## src/rtl/rtc_alarm_pkg.sv

```systemverilog
package rtc_alarm_pkg;
  localparam int NFIELD  = 4;
  localparam int A_CTRL  = 0;
  localparam int A_AEN   = 1;
  localparam int A_TIME0 = 2;
  localparam int A_ALRM0 = 6;

  // encode a small binary number in the selected number system
  function automatic logic [7:0] enc_val(input logic [7:0] v, input logic bcd);
    logic [7:0] tens, ones;
    tens = v / 8'd10;
    ones = v % 8'd10;
    if (bcd) return {tens[3:0], ones[3:0]};
    return v;
  endfunction

  // advance a field value by one in the selected number system
  function automatic logic [7:0] step_val(input logic [7:0] v, input logic bcd);
    if (bcd && v[3:0] >= 4'd9) return {v[7:4] + 4'd1, 4'd0};
    return v + 8'd1;
  endfunction
endpackage

```

## src/rtl/rtc_prescaler.sv

```systemverilog
module rtc_prescaler #(
  parameter int TICKS = 32768
) (
  input  logic clk,
  input  logic rst,
  input  logic tick_i,
  input  logic sync_i,
  output logic inc_o
);
  localparam int CW = (TICKS > 1) ? $clog2(TICKS) : 1;

  logic [CW-1:0] cnt_q;
  logic          inc_q;

  always_ff @(posedge clk) begin
    if (rst) begin
      cnt_q <= '0;
      inc_q <= 1'b0;
    end else begin
      inc_q <= 1'b0;
      if (sync_i) begin
        cnt_q <= '0;
      end else if (tick_i) begin
        if (cnt_q == CW'(TICKS - 1)) begin
          cnt_q <= '0;
          inc_q <= 1'b1;
        end else begin
          cnt_q <= cnt_q + 1'b1;
        end
      end
    end
  end

  assign inc_o = inc_q;

  // a control write leaves the prescaler restarted with no pending advance
  a_r2_sync_restart: assert property (@(posedge clk) disable iff (rst)
    $past(sync_i) |-> (cnt_q == '0 && !inc_o));

  // every advance is a single-cycle pulse
  a_r1_single_pulse: assert property (@(posedge clk) disable iff (rst)
    (TICKS > 1 && inc_o) |=> !inc_o);
endmodule

```

## src/rtl/rtc_time_field.sv

```systemverilog
module rtc_time_field #(
  parameter int MIN_V = 0,
  parameter int MAX_V = 59
) (
  input  logic       clk,
  input  logic       rst,
  input  logic       bcd_i,
  input  logic       inc_i,
  input  logic       load_i,
  input  logic [7:0] load_d,
  output logic [7:0] value_o,
  output logic       carry_o
);
  import rtc_alarm_pkg::*;

  logic [7:0] val_q;
  logic [7:0] max_enc;
  logic [7:0] min_enc;
  logic       at_max;

  always_comb begin
    max_enc = enc_val(8'(MAX_V), bcd_i);
    min_enc = enc_val(8'(MIN_V), bcd_i);
    at_max  = (val_q >= max_enc);
  end

  always_ff @(posedge clk) begin
    if (rst)         val_q <= 8'(MIN_V);
    else if (load_i) val_q <= load_d;
    else if (inc_i)  val_q <= at_max ? min_enc : step_val(val_q, bcd_i);
  end

  assign value_o = val_q;
  assign carry_o = inc_i & at_max;

  // an advance from the top value lands on the bottom value
  a_r3_wrap_to_min: assert property (@(posedge clk) disable iff (rst)
    ($past(inc_i) && !$past(load_i) && $past(at_max)) |-> (val_q == 8'(MIN_V)));
endmodule

```

## src/rtl/rtc_alarm_match.sv

```systemverilog
module rtc_alarm_match #(
  parameter int NF = 4,
  parameter int DW = 8
) (
  input  logic                  clk,
  input  logic                  rst,
  input  logic [NF-1:0]         en_i,
  input  logic [NF-1:0][DW-1:0] now_i,
  input  logic [NF-1:0][DW-1:0] set_i,
  input  logic                  eval_i,
  input  logic                  clr_i,
  input  logic                  sleep_i,
  output logic                  flag_o,
  output logic                  wake_o
);
  logic [NF-1:0] field_ok;
  logic          hit;
  logic          event_w;
  logic          flag_q;
  logic          wake_q = 1'b0;

  for (genvar i = 0; i < NF; i++) begin : g_cmp
    assign field_ok[i] = !en_i[i] || (now_i[i] == set_i[i]);
  end

  assign hit     = (|en_i) && (&field_ok);
  assign event_w = eval_i && hit;

  always_ff @(posedge clk) begin
    if (rst)          flag_q <= 1'b0;
    else if (event_w) flag_q <= 1'b1;
    else if (clr_i)   flag_q <= 1'b0;
  end

  // wake status is deliberately outside the reset domain
  always_ff @(posedge clk) begin
    if (event_w && sleep_i) wake_q <= 1'b1;
    else if (clr_i)         wake_q <= 1'b0;
  end

  assign flag_o = flag_q;
  assign wake_o = wake_q;

  // the flag only rises after an evaluation moment
  a_r5_rise_needs_eval: assert property (@(posedge clk) disable iff (rst)
    $rose(flag_o) |-> $past(eval_i));

  // a status read with no competing event leaves the flag clear
  a_r7_read_clears: assert property (@(posedge clk) disable iff (rst)
    ($past(clr_i) && !$past(eval_i)) |-> !flag_o);

  // wake only rises together with an alarm
  a_r10_wake_with_alarm: assert property (@(posedge clk) disable iff (rst)
    $rose(wake_o) |-> flag_o);
endmodule

```

## src/rtl/rtc_alarm_top.sv

```systemverilog
module rtc_alarm_top #(
  parameter int TICKS_PER_SEC = 32768,
  parameter int AW            = 4
) (
  input  logic          clk,
  input  logic          rst,
  input  logic          ref_tick,
  input  logic          sleep_i,
  input  logic [AW-1:0] bus_addr,
  input  logic          bus_wr,
  input  logic          bus_rd,
  input  logic [7:0]    bus_wdata,
  output logic [7:0]    bus_rdata,
  output logic          irq_o
);
  import rtc_alarm_pkg::*;

  localparam int FMIN [NFIELD] = '{0, 0, 0, 1};
  localparam int FMAX [NFIELD] = '{59, 59, 23, 7};

  logic                    unlock_q, bcd_q, irqen_q;
  logic [NFIELD-1:0]       aen_q;
  logic [NFIELD-1:0][7:0]  alarm_q;
  logic [NFIELD-1:0][7:0]  now_w;
  logic [NFIELD:0]         inc_w;
  logic                    wr_ctrl, rd_ctrl, lock_evt, eval_q;
  logic                    flag_w, wake_w;
  logic [7:0]              rd_mux;
  logic [7:0]              rdata_q;

  assign wr_ctrl  = bus_wr && (bus_addr == AW'(A_CTRL));
  assign rd_ctrl  = bus_rd && (bus_addr == AW'(A_CTRL));
  assign lock_evt = wr_ctrl && unlock_q && !bus_wdata[0];

  rtc_prescaler #(.TICKS(TICKS_PER_SEC)) u_pre (
    .clk(clk), .rst(rst), .tick_i(ref_tick), .sync_i(wr_ctrl), .inc_o(inc_w[0])
  );

  for (genvar i = 0; i < NFIELD; i++) begin : g_field
    logic load_w;
    assign load_w = bus_wr && unlock_q && (bus_addr == AW'(A_TIME0 + i));
    rtc_time_field #(.MIN_V(FMIN[i]), .MAX_V(FMAX[i])) u_fld (
      .clk(clk), .rst(rst), .bcd_i(bcd_q), .inc_i(inc_w[i]),
      .load_i(load_w), .load_d(bus_wdata),
      .value_o(now_w[i]), .carry_o(inc_w[i+1])
    );
  end

  always_ff @(posedge clk) begin
    if (rst) begin
      unlock_q <= 1'b0;
      bcd_q    <= 1'b0;
      irqen_q  <= 1'b0;
      aen_q    <= '0;
      eval_q   <= 1'b0;
    end else begin
      eval_q <= inc_w[0] || lock_evt;
      if (wr_ctrl) begin
        unlock_q <= bus_wdata[0];
        bcd_q    <= bus_wdata[1];
        irqen_q  <= bus_wdata[2];
      end
      if (bus_wr && bus_addr == AW'(A_AEN)) aen_q <= bus_wdata[NFIELD-1:0];
    end
  end

  always_ff @(posedge clk) begin
    for (int i = 0; i < NFIELD; i++) begin
      if (rst) alarm_q[i] <= '0;
      else if (bus_wr && unlock_q && bus_addr == AW'(A_ALRM0 + i)) alarm_q[i] <= bus_wdata;
    end
  end

  rtc_alarm_match #(.NF(NFIELD), .DW(8)) u_match (
    .clk(clk), .rst(rst), .en_i(aen_q), .now_i(now_w), .set_i(alarm_q),
    .eval_i(eval_q), .clr_i(rd_ctrl), .sleep_i(sleep_i),
    .flag_o(flag_w), .wake_o(wake_w)
  );

  always_comb begin
    rd_mux = '0;
    if (bus_addr == AW'(A_CTRL))
      rd_mux = {flag_w, 1'b0, wake_w, 2'b00, irqen_q, bcd_q, unlock_q};
    else if (bus_addr == AW'(A_AEN))
      rd_mux = {{(8-NFIELD){1'b0}}, aen_q};
    for (int i = 0; i < NFIELD; i++) begin
      if (bus_addr == AW'(A_TIME0 + i)) rd_mux = now_w[i];
      if (bus_addr == AW'(A_ALRM0 + i)) rd_mux = alarm_q[i];
    end
  end

  always_ff @(posedge clk) begin
    if (rst)         rdata_q <= '0;
    else if (bus_rd) rdata_q <= rd_mux;
  end

  assign bus_rdata = rdata_q;
  assign irq_o     = flag_w && irqen_q;

  // while locked and with no seconds advance, the time stays put
  a_r9_locked_hold: assert property (@(posedge clk) disable iff (rst)
    ($past(!unlock_q) && !$past(inc_w[0])) |-> $stable(now_w));
endmodule

```

## config.mk

```make
export PLATFORM = sky130hd
export DESIGN_NAME = rtc_alarm_top
export DESIGN_NICKNAME = d
export VERILOG_FILES = /design/src/rtl/rtc_alarm_pkg.sv /design/src/rtl/rtc_prescaler.sv /design/src/rtl/rtc_time_field.sv /design/src/rtl/rtc_alarm_match.sv /design/src/rtl/rtc_alarm_top.sv
export SDC_FILE = /design/constraint.sdc
export NUM_CORES = 1
export LEC_CHECK = 0
export BUFFER_PORTS_ARGS = -buffer_cell sky130_fd_sc_hd__buf_2
export CAP_MARGIN = 10
export CELL_PAD_IN_SITES_DETAIL_PLACEMENT = 2
export CELL_PAD_IN_SITES_GLOBAL_PLACEMENT = 2
export CORE_UTILIZATION = 35
export CTS_BUF_LIST = sky130_fd_sc_hd__clkbuf_4 sky130_fd_sc_hd__clkbuf_8
export CTS_CLUSTER_DIAMETER = 30
export DETAILED_ROUTE_END_ITERATION = 12
export HOLD_SLACK_MARGIN = 0.15
export PLACE_DENSITY_LB_ADDON = 0.1
export SETUP_SLACK_MARGIN = 0.02
export SLEW_MARGIN = 20
export SYNTH_ARGS = -nofsm -noshare
export SYNTH_HDL_FRONTEND = slang
export SYNTH_SLANG_ARGS = --single-unit
```

## constraint.sdc

```tcl
create_clock -name clk -period 2.7 [get_ports clk]
set_clock_uncertainty 0.1 [all_clocks]
set_input_delay 0.135 -clock clk [delete_from_list [all_inputs] [get_ports clk]]
set_output_delay 0.135 -clock clk [all_outputs]
set_load 0.05 [all_outputs]
```

==> run metrics, run 1 <==
status=complete, no violations; Post-synth ARST share=0%; PortBufs=26; Non-Filler Instances=just over 1,000; vias in the first global route=approximately 6,400; clock latency on the worst-skew pair=around 0.40 ns; CTS Buf Count=9; cell area after synthesis=6180 sq um; endpoints failing setup=0; total global routing overflow=0; Hold EP=aen_q[1]; ranking of synthesized cells by area=dfxtp_1, xnor2_1, mux2i_1; Synth top area share=between 30% and 40%; final WL=approximately 24,000 microns; Max-cap violations=0; worst hold path depth=4; CP Max Fanout=10; Avg Vias per Cell=5.91; RR Startpoint=bcd_q; Syn Area/Cell=8.23 sq um; Yosys Warn Count=0; DRT Pass-1 Iters=5; fmax=393 MHz; placed cells=roughly 990; number of library cell types mapped by synthesis=74; slack of the critical path=0.154 ns; classification of the worst-slack hold path=primary input to flip-flop; fin nets=831; part of the cycle the worst path needs=a little over nine tenths; Setup TNS=0 ns; # IOs=27; initial antenna violation count=1; final total power=between 2 and 3 mW; antenna cells=0; Iteration-0 DRC Markers=roughly 370; CTS H-tree depth=3; first-pass GRT wire length=around 38,000 microns; Placeable Area=17,300 sq um; VDD IR max=287 uV; Initial Utilization=35.7%; Post-synth EDFFs=0; Max Slew Vio Count=0; cell count after synthesis=751; via count=between 5,000 and 6,000; register area share after synthesis=around a third; DR WL/cell=about 24 microns; final hold violation count=0; critical path data required time=2.90 ns; clk slew on worst S/H paths=roughly 0.10 ns; DP HPWL=17,900 microns; pre-CTS WS=roughly 0.16 ns; GP Congestion=0.863; largest net degree at the start of global routing=43; max_slew headroom=a little over half; CTS root buffer=clkbuf_8; minimum clock period=2.55 ns; WP data arrival=between 2 and 3 ns; placement row count=48; Commonest cells post-synth=dfxtp_1, nor2_1, nand2_1; count leader, synth=dfxtp_1; buffer count from post-CTS setup fixing=0; total track usage=roughly 28%; Reg2Reg Setup Slack=around 0.15 ns; Die Y=roughly 130 microns; Worst setup SP type=flip-flop; DRC violations left=0; Fillers=between 1,500 and 2,000; synth-to-layout area growth=13.3%; Lkg Pwr=2.56 nW; Post-DRT Antenna Nets=0; Mapped Nets=about 800; R2R Path End=g_field[3].u_fld.value_o[2]; critical path type=flip-flop to flip-flop; Bufs on Longest Clock Path=2; ratio of cells with drive above 1 in the final layout=about 14%; Most used DFF post-synth=dfxtp_1; CTS tree=yes; cell taking the most area after synthesis=dfxtp_1; Seq cells post-synth=98; Critical Path End Type=flip-flop; Worst Reg-to-Reg Cells=8; Final Util=40.5%; clock sink count=98; overall die area=between 15,000 and 20,000 sq um; unrepaired setup endpoints after global routing=false; HP Start=bus_wr; Die Wd=between 100 and 150 microns; Worst Max-Slew Pin Slew=0.685 ns; power density over the cells=just over 400 nW/um^2
[critical path, stage by stage (launching register included)]
cell     delay (ns)
dfxtp_1        0.45
inv_1          0.13
ha_1           0.34
nand4_1        0.15
o21ai_2        0.16
nand4_1        0.32
buf_4          0.31
o211a_1        0.23
a221o_1        0.25
[kinds of logic after synthesis]
logic type | synth area share [%]
simple gates | 23.6
compound gates | 18.0
flops | 31.7
buf+inv | 5.46
xor+xnor | 7.37
mux | 8.18
fa+ha+maj | 5.67
[final cells by class]
| class | instances | area, sq um | area share, % |
|---|---|---|---|
| flip-flops and latches | 98 | 1960 | 28.0 |
| well taps | 225 | 282 | 4.02 |
| multi-input cells | 574 | 3900 | 55.7 |
| repair buffers | 80 | 566 | 8.07 |
| inverters | 22 | 82.6 | 1.18 |
| clock buffers | 9 | 124 | 1.77 |
| clock inverters | 6 | 91.3 | 1.30 |
[layer usage]
layer	vias to the layer above	global-route usage (%)	wire (microns)
met5	-	0	0
met4	0	7.80	386
li1	2797	-	-
met2	124	47.0	11700
met3	32	4.39	1110
met1	3040	37.8	11200
[power breakdown]
| group | internal, mW | total (mW) | switching [mW] | leakage (nW) |
|---|---|---|---|---|
| logic | 0.0867 | 0.287 | 0.200 | 1.67 |
| registers | 1.46 | 1.47 | 0.0119 | 0.791 |
| clock network | 0.520 | 1.11 | 0.595 | 0.0979 |
| total | 2.06 | 2.87 | 0.807 | 2.56 |
[what timing repair did]
action	in CTS	in global routing
gates resized for setup	0	4
endpoints found under the setup margin	0	10
hold buffers	12	0
hold endpoints to repair	56	0
[worst max-delay path by stage]
stage                     start                     endpoint  slack, ns  cells after the start
after floorplan           bcd_q  g_field[0].u_fld.value_o[6]       0.13                      8
after global placement    bcd_q  g_field[3].u_fld.value_o[2]       0.28                      8
after detailed placement  bcd_q  g_field[2].u_fld.value_o[1]       0.16                      8
after CTS                 bcd_q  g_field[2].u_fld.value_o[1]       0.14                      8
after global routing      bcd_q  g_field[3].u_fld.value_o[2]       0.02                      8
final                     bcd_q  g_field[3].u_fld.value_o[2]       0.15                      8
[metrics by stage]
step	area [sq um]	hold slack, ns
finish	7010	0.245
detailed placement	6650	0.344
floorplan	6180	0.186
CTS	6990	0.231
global placement	6650	0.310
global route	7010	0.253
[registers in the layout, indices dropped and copies added (netlist names)]
signal                 flops
aen_q                      4
alarm_q                   32
bcd_q                      1
bus_rdata                  8
eval_q                     1
g_field.u_fld.value_o     32
irqen_q                    1
u_match.flag_o             1
u_match.wake_o             1
u_pre.cnt_q               15
u_pre.inc_o                1
unlock_q                   1
[placed cells by master (no fill, tap or decap), drive strengths merged, types with 4 or more instances in the layout]
cell type     n
a211oi       11
a21oi        34
a221oi        6
a311oi        7
a31oi        18
a32oi         5
and2          8
and3         11
buf          68
clkbuf        9
dfxtp        98
dlygate4sd3  12
ha           28
inv          23
mux2          8
mux2i        37
nand2        60
nand2b        7
nand3        42
nand4        25
nand4b        4
nor2         77
nor2b         4
nor3         17
nor3b         4
o21ai        37
o221ai        7
o22ai         5
o31ai         5
or3           4
or3b          5
or4           4
xnor2        45
xor2          7
Power figures use the tool's default switching activity.
==> inputs of run 2 (changes only) <==
==> constraint.sdc (replaced) <==
create_clock -name clk -period 2.3 [get_ports clk]
set_clock_uncertainty 0.1 [all_clocks]
set_input_delay 0.115 -clock clk [delete_from_list [all_inputs] [get_ports clk]]
set_output_delay 0.115 -clock clk [all_outputs]
set_load 0.05 [all_outputs]
==> run 2 against run 1 <==
Fmax rose by 11%. Critical path depth rose by 1. Core utilization grew 2.4 points. Non-clock buffer count up 30. Sequential cell count is the same. Hold slack worse by 0.014 ns. Sequential power rose by 17%. Register-to-register slack worse by 0.14 ns. Die area stayed put. Power up 17%. First-iteration DRC count down 13%. Cell count is 3.1% higher. Largest cell class unchanged. Largest power group unchanged.
==> run metrics, run 2 (synthesis gave the netlist of run 1 again) <==
status=complete, no violations (unchanged); Min Hold Slack=0.230 ns (was 0.245 ns); fmax=437 MHz (was 393 MHz); critical path data required time=2.49 ns (was 2.90 ns); vias in the first global route=6,772 (was 6,409); CTS H-tree depth=3 (unchanged); Lkg Pwr=2.76 nW (was 2.56 nW); DP HPWL=18,300 microns (was 17,900 microns); Iteration-0 DRC Markers=317 (was 366); Bufs on Longest Clock Path=2 (unchanged); overall die area=18,200 sq um (unchanged); power density over the cells=452 nW/um^2 (was 410 nW/um^2); max_slew headroom=54.9% (was 53.9%); Initial Utilization=35.7% (unchanged); via count=6,211 (was 5,993); unrepaired setup endpoints after global routing=true (was false); total track usage=28.6% (was 28.3%); Worst Max-Slew Pin Slew=0.675 ns (was 0.685 ns); final hold violation count=0 (unchanged); ratio of cells with drive above 1 in the final layout=19.5% (was 13.7%); DR WL/cell=24.0 microns (was 24.1 microns); CTS tree=yes (unchanged); most frequent cells in the layout=dfxtp_1, nor2_1, buf_4, nand2_1, xnor2_1 (was dfxtp_1, nor2_1, nand2_1, xnor2_1); placement row count=48 (unchanged); clk slew on worst S/H paths=0.12 ns (was 0.10 ns); placed cell area=6900 sq um (was 6650 sq um); PortBufs=26 (unchanged); VDD IR max=234 uV (was 287 uV); CTS Buf Count=9 (unchanged); most common cell after layout, fill and taps aside=dfxtp_1 (unchanged); CP Launch Point=bcd_q (unchanged); largest net degree at the start of global routing=61 (was 43); Avg Vias per Cell=5.94 (was 5.91); antenna cells=0 (unchanged); RR Startpoint=bcd_q (unchanged); Max Slew Vio Count=0 (unchanged); first-pass GRT wire length=39,100 microns (was 38,100 microns); Placeable Area=17,300 sq um (unchanged); endpoints failing setup=0 (unchanged); GP Congestion=0.867 (was 0.863); CP Max Fanout=7 (was 10); DRT Pass-1 Iters=5 (unchanged); critical path type=flip-flop to flip-flop (unchanged); # IOs=27 (unchanged); Worst setup SP type=flip-flop (unchanged); post-route cell area=7420 sq um (was 7010 sq um); Critical Path End Type=flip-flop (unchanged); CTS root buffer=clkbuf_8 (unchanged); Die Y=135 microns (unchanged); synth-to-layout area growth=20.1% (was 13.3%); initial antenna violation count=0 (was 1); final WL=25,100 microns (was 24,400 microns); classification of the worst-slack hold path=primary input to flip-flop (unchanged); total global routing overflow=0 (unchanged); WP data arrival=2.48 ns (was 2.74 ns); HP Start=bus_addr[1] (was bus_wr); minimum clock period=2.29 ns (was 2.55 ns); DRC violations left=0 (unchanged); Die Wd=135 microns (unchanged); part of the cycle the worst path needs=99.5% (was 94.3%); Max-cap violations=0 (unchanged); Post-DRT Antenna Nets=0 (unchanged); fin nets=861 (was 831); clock sink count=98 (unchanged); clock latency on the worst-skew pair=0.40 ns (about the same)
[run 2: cell count changes in the layout (fill, tap and decap cells not counted), sizes merged]
cell	change
inv	+2
clkinv	+3
bufinv	-1
buf	+30
clkinvlp	-3
[run 2: per-stage QoR]
stage / power (mW) / cells / setup TNS, ns / util [%] / worst slack [ns]
final: 3.35 / 1045 / 0 / 42.9 / 0.0126
after global routing: 3.45 / 1045 / -0.245 / 42.9 / -0.0612
after CTS: 3.36 / 1044 / 0 / 42.2 / 0.0214
after detailed placement: 2.09 / 1014 / -1.29 / 39.9 / -0.176
after global placement: 2.08 / 1014 / 0 / 39.9 / 0.0102
after floorplan: 1.96 / 751 / 0 / - / 0.0217
[run 2: what timing repair did]
action                     4_1_cts  5_1_grt
buffers inserted                 2        1
gates resized for setup         12       20
setup endpoints to repair       21       23
hold endpoints to repair        76        0
pin swaps                        5        9
hold buffers                    12        0
[run 2: where the power goes]
part           internal, mW  switching [mW]
registers              1.71          0.0107
clock network         0.526           0.749
logic                 0.113           0.245
[run 2: worst max-delay path, stage by stage, from the launching register on]
cell	delay, ns
dfxtp_4	0.40
buf_6	0.14
ha_1	0.29
nand4_1	0.13
o21ai_2	0.19
nand4_1	0.13
buf_6	0.17
buf_6	0.13
o211a_1	0.22
a221o_1	0.26
[run 2: path summary, 6_finish.rpt]
kind	slack, ns	cells past startpoint	endpoint
worst max-delay path	0.01	9	g_field[3].u_fld.value_o[2]
worst min-delay path	0.23	4	bus_rdata[6]
worst max register to register	0.01	9	g_field[3].u_fld.value_o[2]
worst min register to register	0.38	2	bus_rdata[7]
[run 2: layout make-up]
cell class	count	area, sq um
Fill cell	1984	9870
Multi-Input combinational cell	574	4060
Sequential cell	98	1970
Timing Repair Buffer	110	818
Tap cell	225	282
Clock buffer	9	124
Clock inverter	7	85.1
Inverter	22	85.1
[run 2: routing by layer]
layer	vias to the layer above	routed length (microns)	GRT usage, %
li1	2851	-	-
met1	3183	11500	37.4
met2	135	12100	48.2
met3	42	808	2.52
met4	0	692	11.7
met5	-	0	0
